<file path="src/rtl/lsched_pkg.sv">
package lsched_pkg;
    localparam int ADDR_W  = 32;
    localparam int BANK_W  = 4;
    localparam int HASH_LO = 12;
    localparam int HASH_HI = 24;
    localparam int LANES   = 4;

    typedef logic [ADDR_W-1:0] addr_t;
    typedef logic [BANK_W-1:0] bank_t;

    typedef enum logic {ST_IDLE = 1'b0, ST_RUN = 1'b1} sched_state_e;

    // Fold a mid field and a high field of the address into a bank number
    function automatic bank_t bank_hash(addr_t a);
        return a[HASH_LO +: BANK_W] ^ a[HASH_HI +: BANK_W];
    endfunction
endpackage

</file>
<file path="src/rtl/lsched_hash.sv">
module lsched_hash
    import lsched_pkg::*;
#(
    parameter int NL = LANES
) (
    input  addr_t addr [NL],
    output bank_t bank [NL]
);
    for (genvar i = 0; i < NL; i++) begin : g_lane
        assign bank[i] = bank_hash(addr[i]);
    end
endmodule

</file>
<file path="src/rtl/lsched_pick.sv">
module lsched_pick
    import lsched_pkg::*;
#(
    parameter int NL = LANES
) (
    input  logic [NL-1:0] pend,
    input  logic          hold,
    input  addr_t         addr [NL],
    input  bank_t         bank [NL],
    output logic [NL-1:0] grant
);
    logic [NL-1:0] sel;

    // Ascending scan: a lane joins unless a lower chosen lane owns its bank
    // with a different address.
    always_comb begin
        sel = '0;
        for (int i = 0; i < NL; i++) begin
            logic ok;
            ok = pend[i];
            for (int j = 0; j < NL; j++) begin
                if (j < i && sel[j] && bank[j] == bank[i] && addr[j] != addr[i])
                    ok = 1'b0;
            end
            sel[i] = ok;
        end
        grant = hold ? '0 : sel;
    end
endmodule

</file>
<file path="src/rtl/lsched_top.sv">
module lsched_top
    import lsched_pkg::*;
#(
    parameter int NLANES = LANES
) (
    input  logic                     clk,
    input  logic                     rst,
    input  logic                     op_valid,
    input  logic [NLANES-1:0]        op_mask,
    input  logic [NLANES*ADDR_W-1:0] op_addr,
    input  logic                     cache_miss,
    output logic                     busy,
    output logic [NLANES-1:0]        grant,
    output logic [NLANES*BANK_W-1:0] lane_bank,
    output logic                     done
);
    sched_state_e  state_q;
    logic [NLANES-1:0] pend_q;
    logic [NLANES-1:0] remaining;
    addr_t addr_in [NLANES];
    addr_t addr_q  [NLANES];
    bank_t bank_w  [NLANES];
    logic  accept;
    logic  hold;

    always_comb begin
        for (int i = 0; i < NLANES; i++)
            addr_in[i] = op_addr[i*ADDR_W +: ADDR_W];
    end

    lsched_hash #(.NL(NLANES)) hash_i (
        .addr (addr_q),
        .bank (bank_w)
    );

    for (genvar i = 0; i < NLANES; i++) begin : g_bank_out
        assign lane_bank[i*BANK_W +: BANK_W] = bank_w[i];
    end

    assign hold = cache_miss || (state_q != ST_RUN);

    lsched_pick #(.NL(NLANES)) pick_i (
        .pend  (pend_q),
        .hold  (hold),
        .addr  (addr_q),
        .bank  (bank_w),
        .grant (grant)
    );

    assign accept    = (state_q == ST_IDLE) && op_valid;
    assign remaining = pend_q & ~grant;
    assign done      = (state_q == ST_RUN) && (remaining == '0);
    assign busy      = (state_q == ST_RUN);

    always_ff @(posedge clk) begin
        if (rst) begin
            state_q <= ST_IDLE;
            pend_q  <= '0;
            for (int i = 0; i < NLANES; i++) addr_q[i] <= '0;
        end else if (accept) begin
            state_q <= ST_RUN;
            pend_q  <= op_mask;
            for (int i = 0; i < NLANES; i++) addr_q[i] <= addr_in[i];
        end else if (state_q == ST_RUN) begin
            pend_q <= remaining;
            if (done) state_q <= ST_IDLE;
        end
    end

    // ---------------- assertions ----------------
    assert_miss_nogrant_R7: assert property (@(posedge clk) disable iff (rst)
        cache_miss |-> (grant == '0));

    assert_only_pending_R5: assert property (@(posedge clk) disable iff (rst)
        ((grant & ~pend_q) == '0));

    assert_lowest_first_R4: assert property (@(posedge clk) disable iff (rst)
        (busy && !cache_miss && pend_q != '0) |-> ((grant & (pend_q & (~pend_q + 1'b1))) != '0));

    assert_done_frees_R8: assert property (@(posedge clk) disable iff (rst)
        done |=> !busy);

    assert_busy_start_R6: assert property (@(posedge clk) disable iff (rst)
        $rose(busy) |-> $past(op_valid));

    assert_idle_quiet_R9: assert property (@(posedge clk) disable iff (rst)
        !busy |-> (grant == '0 && !done));

    for (genvar i = 0; i < NLANES; i++) begin : g_pair_i
        for (genvar j = i + 1; j < NLANES; j++) begin : g_pair_j
            assert_bank_excl_R2: assert property (@(posedge clk) disable iff (rst)
                (grant[i] && grant[j]) |-> (bank_w[i] != bank_w[j] || addr_q[i] == addr_q[j]));
        end
    end
endmodule

</file>
<file path="config.mk">
export PLATFORM = sky130hd
export DESIGN_NAME = lsched_top
export DESIGN_NICKNAME = d
export VERILOG_FILES = /design/src/rtl/lsched_pkg.sv /design/src/rtl/lsched_hash.sv /design/src/rtl/lsched_pick.sv /design/src/rtl/lsched_top.sv
export SDC_FILE = /design/constraint.sdc
export NUM_CORES = 1
export LEC_CHECK = 0
export ABC_AREA = 1
export BUFFER_PORTS_ARGS = -buffer_cell sky130_fd_sc_hd__buf_2
export CORE_MARGIN = 5
export CORE_UTILIZATION = 35
export DETAILED_ROUTE_END_ITERATION = 7
export GPL_TIMING_DRIVEN = 0
export PLACE_DENSITY_LB_ADDON = 0.12
export SYNTH_ARGS = -nofsm -noshare
export SYNTH_HDL_FRONTEND = slang
export SYNTH_SLANG_ARGS = --single-unit
</file>
<file path="constraint.sdc">
create_clock -name clk -period 1.9 [get_ports clk]
set_input_delay 0.475 -clock clk [delete_from_list [all_inputs] [get_ports clk]]
set_output_delay 0.475 -clock clk [all_outputs]
set_load 0.05 [all_outputs]
</file>
# Yosys cells after proc, flatten, opt, wreduce, memory -nomap -nowiden
# Index checks and enable logic that the tools add are counted.
# totals
output_inout_bits	22
register_bits	133
input_bits	136
wordCells	54
# op_classes
n_reduce_logical	17
n_mux	12
eq_ne	12
bitwise	7
# ops
op	count
!= test 32 bit	6
== test 4 bit	6
XOR 4 bit	4
logical AND 1 bit	14
2-to-1 mux 4 bit	3
2-to-1 mux 1 bit	9
AND 4 bit	1
logical NOT 4 bit	1
NOT 4 bit	1
nonzero test 2 bit	1
logical OR 1 bit	1
NOT 1 bit	1

# Logic depth before layout (Yosys ltp)
# Gate-level depths: netlist (run 1).
# logic_depth
word_depth	19
depth_mapped	16
ltp_nobuf	15

# By module
# A second synthesis (run 1) with hierarchy kept.
# hier_totals
cells_unflattened	1279
hier_area_um2	8080.2
# modules_own_cells
module	cells_each	seq_area_each_um2	instances	area_each_um2
lsched_top	592	2662.6	1	4665.7
lsched_pick	607	0.0	1	3114.2
lsched_hash	80	0.0	1	300.3

# Worst setup path after synthesis (run 1)
# No wires, ideal clock.
# synth_path
kind	register -> output
start	register addr_q[58] (netlist name)
end	output port done
setup_slack_ps	-1061
arrival_ps	2486
required_ps	1425
stages_incl_launch_ff	12
cell_sequence	dfxtp_1 > buf_2 > xor2_1 > nand2_1 > nand2_1 > nor2_1 > nand2_1 > nor2_1 > a21oi_2 > nand3_1 > a21oi_1 > and2_1
# synth_between
elab_chain_cells	14
word_cells_on_any_way	21
# synth_lines
item	line	rtl
start: declaration	lsched_top.sv:21	addr_t addr_q [NLANES];
XOR 4 bit *	lsched_pkg.sv:15	return a[HASH_LO +: BANK_W] ^ a[HASH_HI +: BANK_W];
net lane_bank[10]	lsched_top.sv:14	output logic [NLANES*BANK_W-1:0] lane_bank,
== test 4 bit	lsched_pick.sv:22	if (j < i && sel[j] && bank[j] == bank[i] && addr[j] != addr[i])
logical AND 1 bit (2 in series)	lsched_pick.sv:22	
2-to-1 mux 1 bit (2 in series)	lsched_pick.sv:22	
logical AND 1 bit (2 in series)	lsched_pick.sv:22	
2-to-1 mux 1 bit	lsched_pick.sv:22	
2-to-1 mux 4 bit *	lsched_pick.sv:27	grant = hold ? '0 : sel;
NOT 4 bit *	lsched_top.sv:51	assign remaining = pend_q & ~grant;
AND 4 bit *	lsched_top.sv:51	
logical NOT 4 bit *	lsched_top.sv:52	assign done = (state_q == ST_RUN) && (remaining == '0);
logical AND 1 bit *	lsched_top.sv:52	
end: declaration	lsched_top.sv:15	output logic done
# The timed path passes the listed nets; every way through them passes the cells marked *.

# Final worst setup path (run 1)
# layout_path
start	register addr_q[111] (netlist name)
end	output port done
# layout_between
elab_chain_cells	16
word_cells_on_any_way	30
# layout_lines
item	line
XOR 4 bit	lsched_pkg.sv:15
== test 4 bit	lsched_pick.sv:22
logical AND 1 bit (2 in series)	lsched_pick.sv:22
2-to-1 mux 1 bit	lsched_pick.sv:22
logical AND 1 bit (2 in series)	lsched_pick.sv:22
2-to-1 mux 1 bit	lsched_pick.sv:22
logical AND 1 bit (2 in series)	lsched_pick.sv:22
2-to-1 mux 1 bit	lsched_pick.sv:22
2-to-1 mux 4 bit *	lsched_pick.sv:27
NOT 4 bit *	lsched_top.sv:51
AND 4 bit *	lsched_top.sv:51
logical NOT 4 bit *	lsched_top.sv:52
logical AND 1 bit *	lsched_top.sv:52
# Every way passes the cells marked *; elsewhere a longest branch is shown, timed or not.

==> flow_metrics.tcl, run 1 <==
set metrics [dict create \
    run_status "complete, but fails checks" \
    violations "negative setup slack" \
    root_buffer "sky130_fd_sc_hd__clkbuf_16" \
    synth-xor-area-share_pct 16.5 \
    final_min_period_over_clock_period_pct 148 \
    synth.top_cells.by_area "sky130_fd_sc_hd__dfxtp_1, sky130_fd_sc_hd__nand2_1, sky130_fd_sc_hd__xnor2_1" \
    relSlewSlack_pct 43.1 \
    complex_gate_fraction_of_the_synthesized_area_pct 14.6 \
    timing.hold.worst.class "input pin to flop" \
    synth_top_flop_cell "sky130_fd_sc_hd__dfxtp_1" \
    yosys-top-cells-count "sky130_fd_sc_hd__nand2_1, sky130_fd_sc_hd__nor2_1, sky130_fd_sc_hd__dfxtp_1, sky130_fd_sc_hd__o21ai_0, sky130_fd_sc_hd__xnor2_1" \
    layout.filler_cells 2277 \
    finalNetCount 1553 \
    cts.clk_slew.worst_paths_ns 0.06 \
    insertion_delay_ns 0.43 \
    cts_max_level 4 \
    tightestPinTransition_ns 0.854 \
    critical_path.startpoint_type "flop" \
    crit_path_max_fanout 7 \
    holdWs_ns 0.266 \
    leakage_dissipation_nw 4.74 \
    synth_edf_count 0 \
    stdcell_area_mm2 0.0110 \
    synthesis_warning_total 0 \
    cts.hold.buffers_added 0 \
    r2r_slack_ns -0.18 \
    io_buffer_count 157 \
    synth_largest_area_cell "sky130_fd_sc_hd__dfxtp_1" \
    critical_path_arrival_ns 2.34 \
    totalWireLength_mm 30.3 \
    timing.final.ws_setup_ns -0.919 \
    max-vdd-ir-drop_mv 0.553 \
    vias_per_cell 4.83 \
    maximum_clock_skew_at_final_layout_ns 0.0132 \
    post_synth_mux_area_share_pct 0 \
    async_reset_ff_share_pct 0 \
    yosys.area_share.adder_pct 0 \
    synth-seq-area-share_pct 33.6 \
    die-width_um 161 \
    max_freq_mhz 355 \
    ys_ff_latch 133 \
    gp_routability_congestion 0.932 \
    setup_tns_ns -3.86 \
    ys_types 27 \
    syn_area_mm2 0.00793 \
    placedInstanceArea_mm2 0.00925 \
    n_antenna_cell 0 \
    number_of_remaining_drc_errors 0 \
    setup_viol 13 \
    post-synth-top-count-cell "sky130_fd_sc_hd__nand2_1" \
    design.core.area_mm2 0.0225 \
    cts_tree "yes" \
    std_cell_rows 55 \
    final_layout_size_suffix_gt1_share_pct 30.1 \
    dp_hpwl_mm 22.6 \
    gr-total-overflow 0 \
    fp.dieArea_mm2 0.0258 \
    rsz0062_at_grt "yes" \
    report.final.hold_viol_count 0 \
    initial_core_util_pct 35.2 \
    critical_path.endpoint_type "primary output" \
    detailedRoute.firstIterationViolations 648 \
    slew_viol_final 0 \
    area_grow_syn2layout_pct 38.4 \
    cap_viol_max_count 0 \
    route.detailed.wl_per_inst_um 17.7 \
    synth_top_area_share_pct 33.6 \
    max-clock-path-buffers 2 \
    criticalPathCategory "flop to primary output" \
    tritoncts_num_sinks 133 \
    synthesis.nets 1347 \
    worstPathRequired_ns 1.42 \
    cts_made_buffers 17 \
    synth_top_family_by_area "simple AND/OR/NAND/NOR gates" \
    powerDensity_mw_per_mm2 918 \
    io-pin-count 158 \
    die_height_um 161 \
    grt_pass1_wl_mm 44.4 \
    syn_area_cell_um2 6.55 \
    yosys.area_share.simple_pct 26.8 \
    total_routing_resource_utilization_after_global_routing_pct 22.7 \
    period_needed_ns 2.82 \
    drt_antenna_net_count 0 \
    grt_max_degree 17 \
    drt_first_pass_iters 5 \
    synthCells 1211 \
    total_power_mw 10.1 \
    antenna_found_initial 0 \
    via_count 8280 \
    via_count_of_the_first_global_routing_pass 7812 \
]
placed cells by master (no fill, tap or decap), types with 28 or more instances in the layout:
cell type | netlist | layout
sky130_fd_sc_hd__nor2_1 | 189 | 169
sky130_fd_sc_hd__o21ai_0 | 130 | 130
sky130_fd_sc_hd__xnor2_1 | 110 | 91
sky130_fd_sc_hd__inv_1 | 104 | 93
sky130_fd_sc_hd__a21oi_1 | 92 | 88
sky130_fd_sc_hd__buf_6 | 0 | 28
sky130_fd_sc_hd__dfxtp_1 | 133 | 63
sky130_fd_sc_hd__buf_2 | 21 | 139
sky130_fd_sc_hd__dfxtp_2 | 0 | 63
sky130_fd_sc_hd__nand2_1 | 291 | 280
sequential cells by signal (all words and copies together) (netlist names):
name    count
addr_q    128
pend_q      4
busy        1
per-layer routing:
layer  wire length (um)  track usage [%]
met5                  0                0
met4                727             7.63
met3               1650             4.21
met2              13600             35.2
met1              14300             31.8
final timing paths:
path	startpoint	endpoint	depth (start not counted)
setup reg to reg	addr_q[46]	busy	14
hold reg to reg	addr_q[96]	addr_q[96]	2
hold / removal	op_addr[127]	addr_q[31]	3
setup / recovery	addr_q[111]	done	12
critical path, cell delays in order, from the launching register on:
cell                      delay [ns]
sky130_fd_sc_hd__dfxtp_1        0.32
sky130_fd_sc_hd__buf_6          0.17
sky130_fd_sc_hd__xnor2_2        0.13
sky130_fd_sc_hd__nand2_1        0.09
sky130_fd_sc_hd__nor2_1         0.11
sky130_fd_sc_hd__nand2_1        0.09
sky130_fd_sc_hd__nor2_4         0.16
sky130_fd_sc_hd__nand2_2        0.09
sky130_fd_sc_hd__a21oi_4        0.18
sky130_fd_sc_hd__nand3_4        0.11
sky130_fd_sc_hd__a21oi_4        0.16
sky130_fd_sc_hd__and2_4         0.16
sky130_fd_sc_hd__buf_8          0.13
power breakdown:
part           switching [mW]  internal (mW)
registers               0.325           3.07
clock network            1.33           2.26
logic                    1.80           1.31
total                    3.45           6.63
stage by stage:
step	worst slack, ns	cells	utilization, %
2_1_floorplan	-0.426	1211	-
3_3_place_gp	-0.751	1653	41.1
3_5_place_dp	-0.744	1653	41.1
4_1_cts	-0.891	1692	46.2
5_1_grt	-1.02	1715	48.8
6_report	-0.919	1715	48.8
layout make-up:
class                           instances  area [um^2]  share of cell area (%)
Inverter                              107          409                    3.73
Timing Repair Buffer                  188         1270                    11.5
Clock inverter                         13          180                    1.64
Buffer                                 63          412                    3.75
Multi-Input combinational cell        907         5130                    46.8
Clock buffer                           19          453                    4.12
Tap cell                              285          357                    3.25
Sequential cell                       133         2770                    25.2
what timing repair did:
action,in CTS,in global routing
hold endpoints to repair,0,0
resized for setup,129,146
pin swaps,15,26
setup endpoints to repair,135,134
setup buffers,8,23
cells by family (layout without fill, tap and decap cells):
logic type,Yosys count,after routing
buffers and inverters,171,390
AOI/OAI and AO/OA,229,229
and+or+nand+nor,537,537
xor gates and xnor gates,141,141
DFF,133,133
Power figures use the tool's default switching activity.
==> run 2, diff against run 1 <==
Clock period 1.9 ns to 2.79 ns, I/O delays scaled along.
==> flow_metrics.tcl, run 2 (synthesized netlist as in run 1, its figures left out) <==
set metrics [dict create \
    run_status "complete, but fails checks" \
    violations "negative setup slack" \
    final_min_period_over_clock_period_pct 108 \
    r2r_slack_ns 0.58 \
    timing.final.ws_setup_ns -0.223 \
    post-place-cells 1653 \
    design.core.area_mm2 0.0225 \
    initial_core_util_pct 35.2 \
    final_cells 1701 \
    crit-reg2reg-capture "addr_q[46]" \
    critical_path.startpoint_type "flop" \
    fp.dieArea_mm2 0.0258 \
    gr-total-overflow 0 \
    reg2reg_depth 5 \
    detailedRoute.firstIterationViolations 651 \
    stdcell_area_mm2 0.0105 \
    drt_antenna_net_count 0 \
    critical_path.slowest_cell "sky130_fd_sc_hd__dfxtp_4" \
    insertion_delay_ns 0.43 \
    timing.critical_path.mode_cell "sky130_fd_sc_hd__nand2_1" \
    cts_tree "yes" \
    dp_hpwl_mm 22.6 \
    root_buffer "sky130_fd_sc_hd__clkbuf_16" \
    timing.hold.worst.class "input pin to flop" \
    maximum_clock_skew_at_final_layout_ns 0.00772 \
    die-width_um 161 \
    n_antenna_cell 0 \
    period_needed_ns 3.01 \
    cts.hold.buffers_added 0 \
    route.detailed.wl_per_inst_um 17.8 \
    cp-endpoint "done" \
    slew_viol_final 0 \
    io-pin-count 158 \
    total_routing_resource_utilization_after_global_routing_pct 22.9 \
    startpoint "addr_q[15]" \
    placedInstanceArea_mm2 0.00919 \
    cts_max_level 4 \
    cts_made_buffers 17 \
    std_cell_rows 55 \
    gp_routability_congestion 0.880 \
    holdWs_ns 0.484 \
    max-clock-path-buffers 2 \
    top_register "addr_q" \
    powerDensity_mw_per_mm2 639 \
    crit-reg2reg-launch "busy" \
    layout_commonest_cell "sky130_fd_sc_hd__nand2_1" \
    leakage_dissipation_nw 4.57 \
    crit_path_cell_chain "inv_1 > or2_2 > nand3_1 > nor2_1 > nand2_1 > nor2_1 > nand2_1 > nand2_1 > nand2_1 > nor2_1 > nand2_2 > nand2_2 > and2_4 > buf_8" \
    max_freq_mhz 332 \
    rsz0062_at_grt "yes" \
    via_count 8202 \
    area_grow_syn2layout_pct 32.8 \
    critPathMaxStageDelay_ns 0.38 \
    post-route-util_pct 46.8 \
    cap_viol_max_count 0 \
    worstPathRequired_ns 2.09 \
    whs_path_depth 3 \
    pre_cts_slack_ns -0.0710 \
    crit_path_max_fanout 5 \
    grt_pass1_wl_mm 44.9 \
    finalNetCount 1539 \
    number_of_remaining_drc_errors 0 \
    antenna_found_initial 0 \
    setup_viol 3 \
    tightestPinTransition_ns 0.923 \
    vias_per_cell 4.82 \
    criticalPathCategory "flop to primary output" \
    tritoncts_num_sinks 133 \
    critical_path.endpoint_type "primary output" \
    io_buffer_count 157 \
    cts.clk_slew.worst_paths_ns 0.06 \
    die_height_um 161 \
    drt_first_pass_iters 5 \
    totalWireLength_mm 30.3 \
    critical_path_arrival_ns 2.32 \
    report.final.hold_viol_count 0 \
    max_reg_flops 128 \
    layout.cells.most_common_list "sky130_fd_sc_hd__nand2_1, sky130_fd_sc_hd__nor2_1, sky130_fd_sc_hd__buf_2" \
    grt_max_degree 17 \
    final_layout_size_suffix_gt1_share_pct 27.0 \
    max-vdd-ir-drop_mv 0.366 \
    relSlewSlack_pct 38.4 \
    via_count_of_the_first_global_routing_pass 7753 \
]
==> run 2: cell types whose count changed in the layout (fill, tap and decap cells not counted), sizes merged <==
cell / change
buf: -12
bufinv: -1
clkinv: -3
clkinvlp: -3
clkbuf: +4
inv: +1
==> run 2: critical path: cells and delay by family, from the launching register on <==
| family | cells | cell delay (ns) |
|---|---|---|
| buffers and inverters | 2 | 0.28 |
| DFF | 1 | 0.38 |
| and+or+nand+nor | 12 | 1.24 |
==> run 2: layer usage <==
metal  global-route usage (%)  up-vias  wire [um]  share of wire, %
met5                        0        -          0                 0
met4                     6.88        0        633               2.1
met3                     4.39       38       2190               7.2
met2                     35.3      275      13300                44
met1                     32.6     3708      14100                47
li1                         -     4181          -                 -
==> run 2: power breakdown <==
part | switching [mW] | total [mW] | internal [mW]
Combinational | 1.18 | 1.96 | 0.776
Sequential | 0.220 | 2.31 | 2.09
Clock | 0.892 | 2.46 | 1.57
Total | 2.29 | 6.73 | 4.44
==> run 2: worst min-delay path by stage <==
| stage | start | end | slack [ns] |
|---|---|---|---|
| final | op_addr[127] | addr_q[31] | 0.48 |
| after global routing | op_addr[40] | addr_q[72] | 0.48 |
| after CTS | rst | pend_q[3] | 0.48 |
| after detailed placement | pend_q[2] | pend_q[2] | 0.50 |
| after global placement | pend_q[2] | pend_q[2] | 0.50 |
| after floorplan | pend_q[2] | pend_q[2] | 0.47 |
==> run 2: through the flow <==
stage	setup TNS, ns	power (mW)
after floorplan	0	3.52
after CTS	-0.356	6.68
after global placement	-0.119	4.08
after detailed placement	-0.0710	4.09
final	-0.405	6.73
after global routing	-0.723	7.06
==> run 2: area by class of cell <==
class | instances | area, um^2
fill | 2341 | 12000
multi-input combinational | 907 | 5000
timing repair buffer | 174 | 962
sequential | 133 | 2780
clock buffer | 25 | 526
tap | 285 | 357
buffer | 63 | 389
clock inverter | 7 | 115
inverter | 107 | 402
==> run 2: repair_timing <==
action / 4_1_cts / 5_1_grt
setup endpoints to repair: 4 / 4
pin swaps: 16 / 30
gates resized for setup: 118 / 82
buffers inserted: 9 / 8
==> run 3, diff against run 2 <==
Settings changed: CORE_ASPECT_RATIO from default to 0.8.
==> flow_metrics.tcl, run 3 (synthesized netlist as in run 1, its figures left out) <==
set metrics [dict create \
    via_count_of_the_first_global_routing_pass 7853 \
    max-clock-path-buffers 2 \
    grt_max_degree 17 \
    cell_internal_power_dissipation_mw 4.28 \
    gp_routability_congestion 0.946 \
    power.share.sequential_pct 34.6 \
    number_of_remaining_drc_errors 0 \
    gr-total-overflow 0 \
    timing.final.ws_setup_ns -0.245 \
    worstPathRequired_ns 2.09 \
    top_register "addr_q" \
    run_status "complete, but fails checks" \
    die_height_um 145 \
    crit_path_max_fanout 6 \
    drt_first_pass_iters 5 \
    cts.hold.buffers_added 0 \
    finalNetCount 1538 \
    powerDensity_mw_per_mm2 630 \
    criticalPathCategory "flop to primary output" \
    max_freq_mhz 330 \
    detailedRoute.firstIterationViolations 676 \
    report.final.hold_viol_count 0 \
    cts_tree "yes" \
    period_needed_ns 3.03 \
    layout_commonest_cell "sky130_fd_sc_hd__nand2_1" \
    cts_made_buffers 17 \
    relSlewSlack_pct 42.1 \
    critical_path.endpoint_type "primary output" \
    final_min_period_over_clock_period_pct 109 \
    critical_path_arrival_ns 2.34 \
    design.core.area_mm2 0.0224 \
    maximum_clock_skew_at_final_layout_ns 0.00958 \
    leakage_dissipation_nw 4.55 \
    max-vdd-ir-drop_mv 0.409 \
    startpoint "addr_q[46]" \
    cap_viol_max_count 0 \
    total_power_mw 6.68 \
    layout.cells.most_common_list "sky130_fd_sc_hd__nand2_1, sky130_fd_sc_hd__nor2_1, sky130_fd_sc_hd__buf_2" \
    vias_per_cell 4.77 \
    total_routing_resource_utilization_after_global_routing_pct 23.7 \
    power.combinational.fraction_pct 29.9 \
    rsz0062_at_grt "yes" \
    drt_antenna_net_count 0 \
    io_buffer_count 157 \
    n_antenna_cell 0 \
    max_reg_flops 128 \
    relative_contribution_of_the_clock_network_to_total_power_pct 35.5 \
    antenna_found_initial 0 \
    totalWireLength_mm 30.5 \
    setup_tns_ns -0.438 \
    fp.dieArea_mm2 0.0258 \
    insertion_delay_ns 0.43 \
    critical_path.startpoint_type "flop" \
    initial_core_util_pct 35.4 \
    tightestPinTransition_ns 0.868 \
    crit-reg2reg-launch "busy" \
    std_cell_rows 49 \
    setup_viol 4 \
    root_buffer "sky130_fd_sc_hd__clkbuf_16" \
    area_grow_syn2layout_pct 33.5 \
    power.switching_mw 2.39 \
    io-pin-count 158 \
    slew_viol_final 0 \
    route.detailed.wl_per_inst_um 17.7 \
    tritoncts_num_sinks 133 \
    post-route-util_pct 47.3 \
    die-width_um 178 \
    final_layout_size_suffix_gt1_share_pct 28.1 \
    post-place-cells 1674 \
    via_count 8204 \
    cts_max_level 4 \
    power_switching_share_pct 35.8 \
    dp_hpwl_mm 23.1 \
    final_cells 1721 \
    timing.hold.worst.class "input pin to flop" \
    violations "negative setup slack" \
    hold_start "op_addr[19]" \
    grt_pass1_wl_mm 45.4 \
    cts.clk_slew.worst_paths_ns 0.06 \
]
-- run 3: cell types whose count changed in the layout (fill, tap and decap cells not counted), moves of 4 or more --
cell / previous run / this run
sky130_fd_sc_hd__nand2_2: 8 / 13
sky130_fd_sc_hd__clkbuf_8: 7 / 0
sky130_fd_sc_hd__nor2_1: 172 / 166
sky130_fd_sc_hd__nand2_1: 285 / 280
sky130_fd_sc_hd__buf_4: 20 / 16
-- run 3: power by group through the flow --
stage	combinational, mW	clock [mW]	sequential (mW)
2_1_floorplan	1.25	0	2.27
3_3_place_gp	1.79	0	2.31
3_5_place_dp	1.80	0	2.31
4_1_cts	1.91	2.39	2.29
5_1_grt	2.19	2.47	2.34
6_report	2.00	2.37	2.31
-- run 3: per-layer routing --
| layer | wire length, um | up-vias | global-route usage [%] |
|---|---|---|---|
| li1 | - | 4165 | - |
| met1 | 14800 | 3728 | 34.9 |
| met2 | 13000 | 284 | 36.1 |
| met3 | 2270 | 27 | 4.23 |
| met4 | 432 | 0 | 5.93 |
| met5 | 0 | - | 0 |
-- run 3: worst max-delay path: stages (launching register included) --
cell and delay [ns]:
sky130_fd_sc_hd__dfxtp_1 0.31, sky130_fd_sc_hd__buf_6 0.14, sky130_fd_sc_hd__buf_4 0.13, sky130_fd_sc_hd__xnor2_1 0.13, sky130_fd_sc_hd__nand2_1 0.08, sky130_fd_sc_hd__nor2_1 0.08, sky130_fd_sc_hd__nand2_1 0.09, sky130_fd_sc_hd__nor2_4 0.15
sky130_fd_sc_hd__nand2_2 0.08, sky130_fd_sc_hd__a21oi_4 0.17, sky130_fd_sc_hd__nand3_4 0.10, sky130_fd_sc_hd__a21oi_2 0.15, sky130_fd_sc_hd__and2_4 0.16, sky130_fd_sc_hd__buf_8 0.13
-- run 3: timing repair --
item                                    CTS  global route
endpoints found under the setup margin    4             4
pin swaps                                29            32
setup buffers                            11             5
resized for setup                       135            88
-- run 3: path summary, 6_finish.rpt --
path                               endpoint  slack [ns]  cells after the start
worst max-delay path                   done       -0.24                     13
worst min-delay path            addr_q[115]        0.49                      3
worst max register to register   addr_q[50]        0.46                      5
worst min register to register   addr_q[48]        0.51                      2
-- run 3: cell type report --
class / instances / area, um^2
plain buffers: 63 / 389
fillers: 2346 / 11800
flip-flops and latches: 133 / 2790
well taps: 306 / 383
clock inverters: 15 / 179
inverters: 107 / 404
repair buffers: 173 / 970
multi-input cells: 907 / 5050
clock buffers: 17 / 425
-- run 3: stage by stage --
stage | setup slack [ns] | cell area [um^2] | hold slack (ns)
floorplan | 0.112 | 8050 | 0.465
global placement | -0.0879 | 9210 | 0.493
detailed placement | -0.0809 | 9210 | 0.498
CTS | -0.201 | 10300 | 0.478
global route | -0.342 | 10600 | 0.481
finish | -0.245 | 10600 | 0.492
